==> src/rtl/tpwm_pkg.sv <==
package tpwm_pkg;

  localparam int ADDR_W   = 3;
  localparam int NUM_REGS = 5;

  // write address map
  localparam logic [ADDR_W-1:0] A_PERIOD = 3'd0;
  localparam logic [ADDR_W-1:0] A_DT_HI  = 3'd1;
  localparam logic [ADDR_W-1:0] A_DT_LO  = 3'd2;
  localparam logic [ADDR_W-1:0] A_CMP_PK = 3'd3;
  localparam logic [ADDR_W-1:0] A_CMP_VL = 3'd4;
  localparam logic [ADDR_W-1:0] A_KEY    = 3'd5;

  // registers reloaded at the top turning point (bit index = address)
  localparam logic [NUM_REGS-1:0] PEAK_GROUP = 5'b01011;

  typedef struct packed {
    logic              start;
    logic              step;
    logic              ldPeak;
    logic              ldValley;
    logic              wrBuf;
    logic              wrAct;
    logic [ADDR_W-1:0] wrSel;
  } strobes_t;

endpackage

==> src/rtl/tpwm_ctrl.sv <==
module tpwm_ctrl
  import tpwm_pkg::*;
#(
  parameter int              CNT_W      = 16,
  parameter logic [CNT_W-1:0] UNLOCK_KEY = CNT_W'(16'hA5C3)
) (
  input  logic              clk,
  input  logic              rstN,
  input  logic              run,
  input  logic              reloadEn,
  input  logic              wrEn,
  input  logic [ADDR_W-1:0] wrAddr,
  input  logic [CNT_W-1:0]  wrData,
  input  logic              atPeak,
  input  logic              atValley,
  output strobes_t          stb,
  output logic              wrErr
);

  logic running;
  logic unlocked;
  logic isDeadTime;
  logic isDataReg;
  logic dtAllowed;
  logic keyHit;

  always_comb begin
    isDeadTime = wrEn && (wrAddr == A_DT_HI || wrAddr == A_DT_LO);
    isDataReg  = wrEn && (wrAddr <= A_CMP_VL);
    dtAllowed  = unlocked && reloadEn;
    keyHit     = wrEn && (wrAddr == A_KEY) && (wrData == UNLOCK_KEY);

    stb.start    = run && !running;
    stb.step     = run && running;
    stb.ldPeak   = run && running && atPeak && reloadEn;
    stb.ldValley = run && running && atValley && reloadEn;
    stb.wrSel    = wrAddr;
    stb.wrBuf    = isDataReg && (!isDeadTime || dtAllowed);
    stb.wrAct    = isDataReg && !isDeadTime && !reloadEn;
  end

  always_ff @(posedge clk or negedge rstN) begin
    if (!rstN) begin
      running  <= 1'b0;
      unlocked <= 1'b0;
      wrErr    <= 1'b0;
    end else begin
      running <= run;
      if (wrEn) unlocked <= keyHit;
      wrErr <= isDeadTime && !dtAllowed;
    end
  end

endmodule

==> src/rtl/tpwm_datapath.sv <==
module tpwm_datapath
  import tpwm_pkg::*;
#(
  parameter int               CNT_W      = 16,
  parameter logic [CNT_W-1:0] RST_PERIOD = CNT_W'(1000),
  parameter logic [CNT_W-1:0] RST_DT_HI  = CNT_W'(16),
  parameter logic [CNT_W-1:0] RST_DT_LO  = CNT_W'(16)
) (
  input  logic             clk,
  input  logic             rstN,
  input  strobes_t         stb,
  input  logic [CNT_W-1:0] wrData,
  output logic [CNT_W-1:0] cnt,
  output logic             countUp,
  output logic             atPeak,
  output logic             atValley,
  output logic             irqPeak,
  output logic             irqValley
);

  logic [CNT_W-1:0] actR [NUM_REGS];

  for (genvar i = 0; i < NUM_REGS; i++) begin : g_reg
    localparam logic [ADDR_W-1:0] SEL = ADDR_W'(i);
    localparam logic [CNT_W-1:0] RV =
      (i == 0) ? RST_PERIOD :
      (i == 1) ? RST_DT_HI  :
      (i == 2) ? RST_DT_LO  : '0;
    localparam bit IN_PEAK = PEAK_GROUP[i];

    logic [CNT_W-1:0] bufQ;
    logic [CNT_W-1:0] actQ;
    logic             loadHere;

    assign loadHere = IN_PEAK ? stb.ldPeak : stb.ldValley;
    assign actR[i]  = actQ;

    always_ff @(posedge clk or negedge rstN) begin
      if (!rstN) begin
        bufQ <= RV;
        actQ <= RV;
      end else begin
        if (stb.wrBuf && stb.wrSel == SEL) bufQ <= wrData;
        if (stb.wrAct && stb.wrSel == SEL) actQ <= wrData;
        else if (loadHere)                 actQ <= bufQ;
      end
    end
  end

  logic [CNT_W-1:0] maxV;
  logic [CNT_W-1:0] minV;
  logic [CNT_W-1:0] cmpPk;
  logic [CNT_W-1:0] cmpVl;
  logic             suppPk;
  logic             suppVl;
  logic             hitPk;
  logic             hitVl;

  always_comb begin
    maxV     = actR[0] - actR[1];
    minV     = actR[2];
    cmpPk    = actR[3];
    cmpVl    = actR[4];
    atPeak   = countUp && (cnt >= maxV);
    atValley = !countUp && (cnt <= minV);
    hitPk    = stb.step && (cnt == cmpPk) && !(suppPk && cmpPk == maxV);
    hitVl    = stb.step && (cnt == cmpVl) && !(suppVl && cmpVl == minV);
  end

  always_ff @(posedge clk or negedge rstN) begin
    if (!rstN) begin
      cnt     <= '0;
      countUp <= 1'b1;
    end else if (stb.start) begin
      cnt     <= minV;
      countUp <= 1'b1;
    end else if (stb.step) begin
      if (atPeak) begin
        cnt     <= cnt - 1'b1;
        countUp <= 1'b0;
      end else if (atValley) begin
        cnt     <= cnt + 1'b1;
        countUp <= 1'b1;
      end else if (countUp) begin
        cnt <= cnt + 1'b1;
      end else begin
        cnt <= cnt - 1'b1;
      end
    end
  end

  always_ff @(posedge clk or negedge rstN) begin
    if (!rstN) begin
      suppPk    <= 1'b0;
      suppVl    <= 1'b0;
      irqPeak   <= 1'b0;
      irqValley <= 1'b0;
    end else begin
      suppPk    <= stb.ldPeak;
      suppVl    <= stb.ldValley;
      irqPeak   <= hitPk;
      irqValley <= hitVl;
    end
  end

endmodule

==> src/rtl/tri_pwm_timer.sv <==
module tri_pwm_timer
  import tpwm_pkg::*;
#(
  parameter int               CNT_W      = 16,
  parameter logic [CNT_W-1:0] RST_PERIOD = CNT_W'(1000),
  parameter logic [CNT_W-1:0] RST_DT_HI  = CNT_W'(16),
  parameter logic [CNT_W-1:0] RST_DT_LO  = CNT_W'(16),
  parameter logic [CNT_W-1:0] UNLOCK_KEY = CNT_W'(16'hA5C3)
) (
  input  logic             clk,
  input  logic             rstN,
  input  logic             run,
  input  logic             reloadEn,
  input  logic             wrEn,
  input  logic [2:0]       wrAddr,
  input  logic [CNT_W-1:0] wrData,
  output logic [CNT_W-1:0] cnt,
  output logic             countUp,
  output logic             irqPeak,
  output logic             irqValley,
  output logic             wrErr
);

  strobes_t stb;
  logic     atPeak;
  logic     atValley;

  tpwm_ctrl #(
    .CNT_W      (CNT_W),
    .UNLOCK_KEY (UNLOCK_KEY)
  ) ctrl_i (
    .clk      (clk),
    .rstN     (rstN),
    .run      (run),
    .reloadEn (reloadEn),
    .wrEn     (wrEn),
    .wrAddr   (wrAddr),
    .wrData   (wrData),
    .atPeak   (atPeak),
    .atValley (atValley),
    .stb      (stb),
    .wrErr    (wrErr)
  );

  tpwm_datapath #(
    .CNT_W      (CNT_W),
    .RST_PERIOD (RST_PERIOD),
    .RST_DT_HI  (RST_DT_HI),
    .RST_DT_LO  (RST_DT_LO)
  ) dp_i (
    .clk       (clk),
    .rstN      (rstN),
    .stb       (stb),
    .wrData    (wrData),
    .cnt       (cnt),
    .countUp   (countUp),
    .atPeak    (atPeak),
    .atValley  (atValley),
    .irqPeak   (irqPeak),
    .irqValley (irqValley)
  );

endmodule

==> config.mk <==
export PLATFORM = sky130hd
export DESIGN_NAME = tri_pwm_timer
export DESIGN_NICKNAME = d
export VERILOG_FILES = /design/src/rtl/tpwm_pkg.sv /design/src/rtl/tpwm_ctrl.sv /design/src/rtl/tpwm_datapath.sv /design/src/rtl/tri_pwm_timer.sv
export SDC_FILE = /design/constraint.sdc
export NUM_CORES = 1
export LEC_CHECK = 0
export ABC_AREA = 1
export BUFFER_PORTS_ARGS = -buffer_cell sky130_fd_sc_hd__buf_2
export CAP_MARGIN = 40
export CELL_PAD_IN_SITES_DETAIL_PLACEMENT = 2
export CELL_PAD_IN_SITES_GLOBAL_PLACEMENT = 2
export CORE_UTILIZATION = 37
export CTS_CLUSTER_DIAMETER = 60
export DETAILED_ROUTE_END_ITERATION = 12
export HOLD_SLACK_MARGIN = 0.02
export PLACE_DENSITY_LB_ADDON = 0.08
export SYNTH_ARGS = -nofsm -noshare
export SYNTH_HDL_FRONTEND = slang
export SYNTH_SLANG_ARGS = --single-unit
==> constraint.sdc <==
create_clock -name clk -period 4.3 [get_ports clk]
set_input_delay 0.43 -clock clk [delete_from_list [all_inputs] [get_ports clk]]
set_output_delay 0.43 -clock clk [all_outputs]
set_load 0.02 [all_outputs]
==> impl_results.md, run 1 <==
- Status: finished, final reports clean
- CP Data Required Time: 4.65 ns
- DRC violations left: 0
- FF+latch count, synth: 184
- Rows: 62
- R2R cell count: 24
- RSZ-0062 raised after global routing: no
- First-pass GRT wire length: 64,500 µm
- Vias in the first global route: 10,900
- Antenna violations before repair: 0
- Combinational Power Share: 59.1%
- CTS tree: built
- Initial drt markers: 635
- Detail Placement HPWL: 30,700 µm
- Post-synth EDFFs: 0
- Max_slew headroom: 43.3%
- Crit-path max FO: 32
- Most frequent cells in the layout: 405 x nand2_1, 182 x inv_1, 167 x dfrtp_1, 154 x o21ai_1, 104 x nand3_1
- Longest Clk Path Bufs: 2
- CTS H-tree lvls: 4
- Final setup vio count: 0
- Peak VDD IR: 0.000249 V
- Sw Pwr: 0.00565 W
- Cells after Synth: 1,454
- TritonCTS Buffers: 17
- Syn Area/Cell: 7.50 µm²
- Max-slew violations: 0
- Seq/Total Area, Yosys: 42.4%
- PD cells: 898 mW/mm²
- All-Layer GR Usage: 28.1%
- Initial Utilization: 37.8%
- Cell internal pwr: 0.00533 W
- Setup Fix Bufs, Post-CTS: 0
- Crit path time final: 3.81 ns
- Worst r2r src: dp_i.g_reg[0].actQ[0]
- WP data arrival: 4.16 ns
- Fin Setup TNS: 0 ns
- Fin Hold WS: 0.0186 ns
- Most common cell after layout, fill and taps aside: nand2_1
- Fmax: 0.262 GHz
- CTS Sinks: 184
- Vias/cell: 5.43
- R2r endpoint: dp_i.g_reg[0].actQ[1]
- Crit start category: flop
- Mean routed wirelength per cell: 21.6 µm
- Syn nets: 1,528
- WL final: 40,800 µm
- Die height: 174 µm
- Actual slew at the worst max-slew pin: 0.847 ns
- Post-Syn Area: 0.0109 mm²
- Pin count of the biggest net entering global routing: 105
- Clock latency on the worst-skew pair: 0.44 ns
- Die width: 174 µm
- N_diodes: 0
- Core area: 0.0289 mm²
- Port Buffers: 43
- Root Driver: clkbuf_16
- Leakage: 6.11 nW
- Final hold vios: 0
- Min-Delay Path Class: primary input to async pin
- Reg clk slew, reported paths: 0.07 ns
- Clock power frac: 14.4%
- Sequential Power Share: 26.5%
- WS Path Type: flop to flop
- Crit end category: flop
- Count of cell types in the netlist: 42
- Primary FF master, synth: dfrtp_1
- Ratio of cells with drive above 1 in the final layout: 9.87%
- Flop2flop setup slack: 0.49 ns
- Layout area overhead: 12.1%
- Drt first pass iters: 4
- Vias: 10,200
- # IOs: 44
- Placer Congestion: 0.864
- Ys Warns: 0
- Final nets: 1,561
- GRT Residual Overflow: 0
- Die ar.: 0.0302 mm²
- Clock skew: 0.0153 ns
- Switching Share: 51.4%
- Ys async rst share: 100%
- Max-cap violations: 0
- Crit share post-route: 88.6%
- Antenna viol nets, final: 0
[kinds of logic after synthesis]
group / synth area share (%)
simple gates: 25.2
compound gates: 14.2
buf+inv: 9.09
flops: 42.4
fa+ha+maj: 5.81
xor+xnor: 3.29
[cell usage after synthesis (4+ instances only)]
library cell / instances / share of area [%]
ha_1: 49 / 5.6
nor4_1: 10 / 0.57
dfstp_2: 17 / 4.1
nor2_2: 6 / 0.34
inv_2: 4 / 0.14
dfrtp_1: 167 / 38
xor2_1: 34 / 2.7
a21oi_1: 64 / 2.9
inv_1: 182 / 6.3
o22ai_1: 30 / 1.7
nand4_1: 17 / 0.98
o21ai_0: 32 / 1.5
xnor2_1: 7 / 0.56
o21ai_1: 154 / 7.1
nor2_1: 72 / 2.5
nand3_2: 6 / 0.55
nor3_1: 4 / 0.18
nand3_1: 105 / 4.8
a221oi_1: 7 / 0.56
nand2_1: 406 / 14
buf_2: 41 / 1.9
clkbuf_1: 13 / 0.45
[through the flow]
| step | setup WS (ns) | instance area, µm² | total power (W) | utilization [%] | instances |
|---|---|---|---|---|---|
| final | 0.489 | 12200 | 0.0110 | 42.3 | 1884 |
| after global routing | 0.102 | 12200 | 0.0119 | 42.3 | 1884 |
| after CTS | 0.306 | 12200 | 0.0110 | 42.3 | 1884 |
| after detailed placement | 0.330 | 11600 | 0.00934 | 40.3 | 1852 |
| after global placement | 0.598 | 11500 | 0.00902 | 39.9 | 1846 |
| after floorplan | 1.22 | 10900 | 0.00708 | - | 1454 |
[worst max path at each step]
stage | start | to | cells past startpoint
2_1_floorplan | dp_i.g_reg[1].actQ[4] | dp_i.cnt[10] | 22
3_3_place_gp | dp_i.g_reg[0].actQ[0] | dp_i.cmpPk[13] | 24
3_5_place_dp | dp_i.g_reg[0].actQ[0] | dp_i.cmpPk[12] | 24
4_1_cts | dp_i.g_reg[0].actQ[0] | dp_i.cmpPk[12] | 24
5_1_grt | dp_i.g_reg[0].actQ[0] | dp_i.g_reg[0].actQ[1] | 24
6_report | dp_i.g_reg[0].actQ[0] | dp_i.g_reg[0].actQ[1] | 24
[critical path, stage by stage, from the launching register on]
cell and delay [ns]:
dfrtp_1 0.36, inv_1 0.08, ha_1 0.14, inv_1 0.08, fa_1 0.42, nand2_1 0.13, nand2_1 0.10, nand3_1 0.13
nand2_1 0.11, nand2_1 0.13, nand2_1 0.10, nand2_1 0.10, nand2_1 0.06, ha_1 0.26, nand2_1 0.06, inv_1 0.05
nand3_1 0.10, nor3_2 0.16, nand3_1 0.12, nand3_1 0.19, nand3_2 0.18, nand2_1 0.13, buf_6 0.27, nor2_1 0.08
a21oi_1 0.17
[power by group through the flow]
stage	Clock, W	Combinational (W)	Sequential [W]
2_1_floorplan	0	0.00422	0.00285
3_5_place_dp	0	0.00642	0.00292
6_report	0.00158	0.00649	0.00291
3_3_place_gp	0	0.00614	0.00288
5_1_grt	0.00168	0.00726	0.00297
4_1_cts	0.00161	0.00649	0.00290
[repair_timing]
item	in CTS	in global routing
hold endpoints to repair	0	0
hold buffers	0	0
gates resized for setup	0	4
setup endpoints to repair	0	13
[registers in the layout, indices dropped and copies added, names as in the netlist, 16 cells and up]
| register | flops |
|---|---|
| dp_i.g.actQ | 48 |
| dp_i.cnt | 16 |
| dp_i.cmpPk | 16 |
| dp_i.g.bufQ | 80 |
| dp_i.cmpVl | 16 |
[layer usage]
metal	track usage, %	routed length [µm]	up-vias
met5	0	0	-
met4	6.18	619	0
met3	3.27	1290	41
met2	43.7	18100	194
met1	41.9	20800	5189
li1	-	-	4815
[layout make-up]
cell class,count,area [µm²]
sequential,184,4630
inverter,186,698
fill,3410,16600
clock inverter,11,111
timing repair buffer,73,548
tap,384,480
clock buffer,21,460
multi-input combinational,1025,5300
No activity file was read; power rests on OpenSTA's default activity.
==> run 2: changes to the inputs <==
--- a/config.mk
+++ b/config.mk
@@ -10,6 +10,7 @@
 export CAP_MARGIN = 40
 export CELL_PAD_IN_SITES_DETAIL_PLACEMENT = 2
 export CELL_PAD_IN_SITES_GLOBAL_PLACEMENT = 2
+export CORE_ASPECT_RATIO = 0.8
 export CORE_UTILIZATION = 37
 export CTS_CLUSTER_DIAMETER = 60
 export DETAILED_ROUTE_END_ITERATION = 12
==> run 2 against run 1 <==
Worst setup slack worse by 0.21 ns. Fmax fell by 5.2%. Critical path depth unchanged. Power rose by 0.94%. Combinational power down 2%. Critical endpoint is now dp_i.cmpPk[12]. Largest power group unchanged.
==> impl_results.md, run 2 (synthesized netlist as in run 1, its figures left out) <==
- Detail Placement HPWL: 31,400 µm
- Placer Congestion: 0.840
- Top reg by flops: dp_i.g.bufQ
- Fin Hold WS: 0.264 ns
- Die ar.: 0.0302 mm²
- R2r endpoint: dp_i.cmpPk[12]
- Final setup vio count: 0
- Clock power frac: 15.2%
- TritonCTS Buffers: 17
- DRC violations left: 0
- Worst r2r src: dp_i.g_reg[0].actQ[0]
- Actual slew at the worst max-slew pin: 0.794 ns
- Ratio of cells with drive above 1 in the final layout: 9.81%
- Switching Share: 51.9%
- CTS tree: built
- Non-Filler Instances: 1,868
- Port Buffers: 43
- Crit-path max FO: 32
- Worst Setup EP: dp_i.cmpPk[12]
- Design area: 0.0123 mm²
- Die height: 156 µm
- N_diodes: 0
- First-pass GRT wire length: 65,200 µm
- Antenna viol nets, final: 0
- PD cells: 904 mW/mm²
- WP data arrival: 4.38 ns
- Met2 Wirelength: 18,200 µm
- All-Layer GR Usage: 28.7%
- Rows: 55
- Crit start category: flop
- Longest Clk Path Bufs: 2
- Max-cap violations: 0
- Final hold vios: 0
- Crit path time final: 4.02 ns
- Antenna violations before repair: 0
- Worst setup path startpoint: dp_i.g_reg[0].actQ[0]
- Sequential Power Share: 27.2%
- Layout area overhead: 12.4%
- WS Path Type: flop to flop
- Crit share post-route: 93.5%
- Drt first pass iters: 5
- Max reg flops: 80
- Vias: 10,300
- Setup Fix Bufs, Post-CTS: 0
- Top layer in use: met4
- Vias/cell: 5.51
- WL met3: 1570 µm
- Clock skew: 0.0185 ns
- Cell internal pwr: 0.00533 W
- Peak VDD IR: 0.000360 V
- Combinational Power Share: 57.7%
- Final nets: 1,559
- CTS H-tree lvls: 4
- Max-slew violations: 0
- CTS Sinks: 184
- Leakage: 6.13 nW
- Largest regs: dp_i.g.bufQ: 80 flops, dp_i.g.actQ: 48 flops
- Mean routed wirelength per cell: 22.6 µm
- Flop2flop setup slack: 0.28 ns
- CP Data Required Time: 4.66 ns
- Die width: 194 µm
- Max_slew headroom: 46.9%
- Status: finished, final reports clean
- Most frequent cells in the layout: 406 x nand2_1, 181 x inv_1, 167 x dfrtp_1, 154 x o21ai_1, 104 x nand3_1
- Initial drt markers: 588
- Root Driver: clkbuf_16
- Reg clk slew, reported paths: 0.08 ns
- Metal1 wirelength: 21,700 µm
- Clock latency on the worst-skew pair: 0.45 ns
- Min-Delay Path Class: primary input to flop
- Placed Instances: 1,835
- WL final: 42,100 µm
- GRT Residual Overflow: 0
- Initial Utilization: 38.1%
- Placed cell areas: 0.0116 mm²
- Pin count of the biggest net entering global routing: 90
- Fmax: 0.249 GHz
- # IOs: 44
- Core area: 0.0286 mm²
- Most common cell after layout, fill and taps aside: nand2_1
- Crit end category: flop
- Sw Pwr: 0.00575 W
- Vias in the first global route: 10,800
- R2R cell count: 24
## run 2: cell types whose count changed in the layout (fill, tap and decap cells not counted), moves of 2 or more
| cell | change |
|---|---|
| clkbuf_8 | -2 |
| clkinv_4 | -2 |
| inv_8 | +4 |
| clkinv_8 | +5 |
| buf_4 | -4 |
| clkinvlp_4 | -2 |
| clkbuf_1 | -2 |
## run 2: per-layer routing
layer | vias to the layer above | GRT usage, %
met2 | 180 | 43.7
met1 | 5251 | 43.0
met3 | 36 | 3.60
li1 | 4817 | -
met5 | - | 0
met4 | 0 | 6.80
## run 2: critical path, stage by stage (launching register included)
cell     delay [ns]
dfrtp_1        0.37
inv_1          0.09
ha_1           0.16
inv_1          0.08
fa_1           0.41
nand2_1        0.12
nand2_1        0.10
nand3_1        0.11
nand2_1        0.12
nand2_1        0.12
nand2_1        0.09
nand2_1        0.10
nand2_1        0.07
ha_1           0.27
nand2_1        0.06
inv_1          0.06
nand3_1        0.11
nor3_2         0.26
nand3_1        0.18
nand3_1        0.19
nand3_2        0.19
nand2_1        0.17
buf_12         0.22
nand2_1        0.14
o21ai_1        0.12
## run 2: layout make-up
class | count | area (µm²)
repair buffers | 71 | 552
clock inverters | 15 | 200
flip-flops and latches | 184 | 4630
well taps | 370 | 463
multi-input cells | 1025 | 5290
fillers | 3355 | 16400
clock buffers | 17 | 425
inverters | 186 | 701
## run 2: power groups by stage
stage	Sequential [W]	Combinational (W)	Clock, W
final	0.00301	0.00639	0.00168
after global routing	0.00307	0.00714	0.00176
after CTS	0.00300	0.00636	0.00171
after detailed placement	0.00302	0.00627	0
after global placement	0.00298	0.00595	0
after floorplan	0.00285	0.00422	0
## run 2: how the worst min path moves through the flow
stage / start / endpoint / depth (start not counted)
2_1_floorplan: rstN / ctrl_i.running / 0
3_3_place_gp: dp_i.g_reg[2].bufQ[4] / dp_i.g_reg[2].bufQ[4] / 2
3_5_place_dp: rstN / dp_i.cnt[6] / 1
4_1_cts: wrEn / ctrl_i.wrErr / 3
5_1_grt: wrEn / ctrl_i.wrErr / 3
6_report: wrEn / ctrl_i.wrErr / 3
## run 2: metrics by stage
stage | utilization (%) | total power [W] | setup WS, ns | TNS, ns
global route | 42.8 | 0.0120 | -0.0340 | -0.114
floorplan | - | 0.00708 | 1.22 | 0
global placement | 40.0 | 0.00893 | 0.524 | 0
finish | 42.8 | 0.0111 | 0.281 | 0
detailed placement | 40.5 | 0.00929 | 0.274 | 0
CTS | 42.7 | 0.0111 | 0.185 | 0
## run 2: what timing repair did
action                                  4_1_cts  5_1_grt
hold buffers                                  1        0
endpoints found under the setup margin        0       43
resized for setup                             0        8
endpoints found under the hold margin        10        0
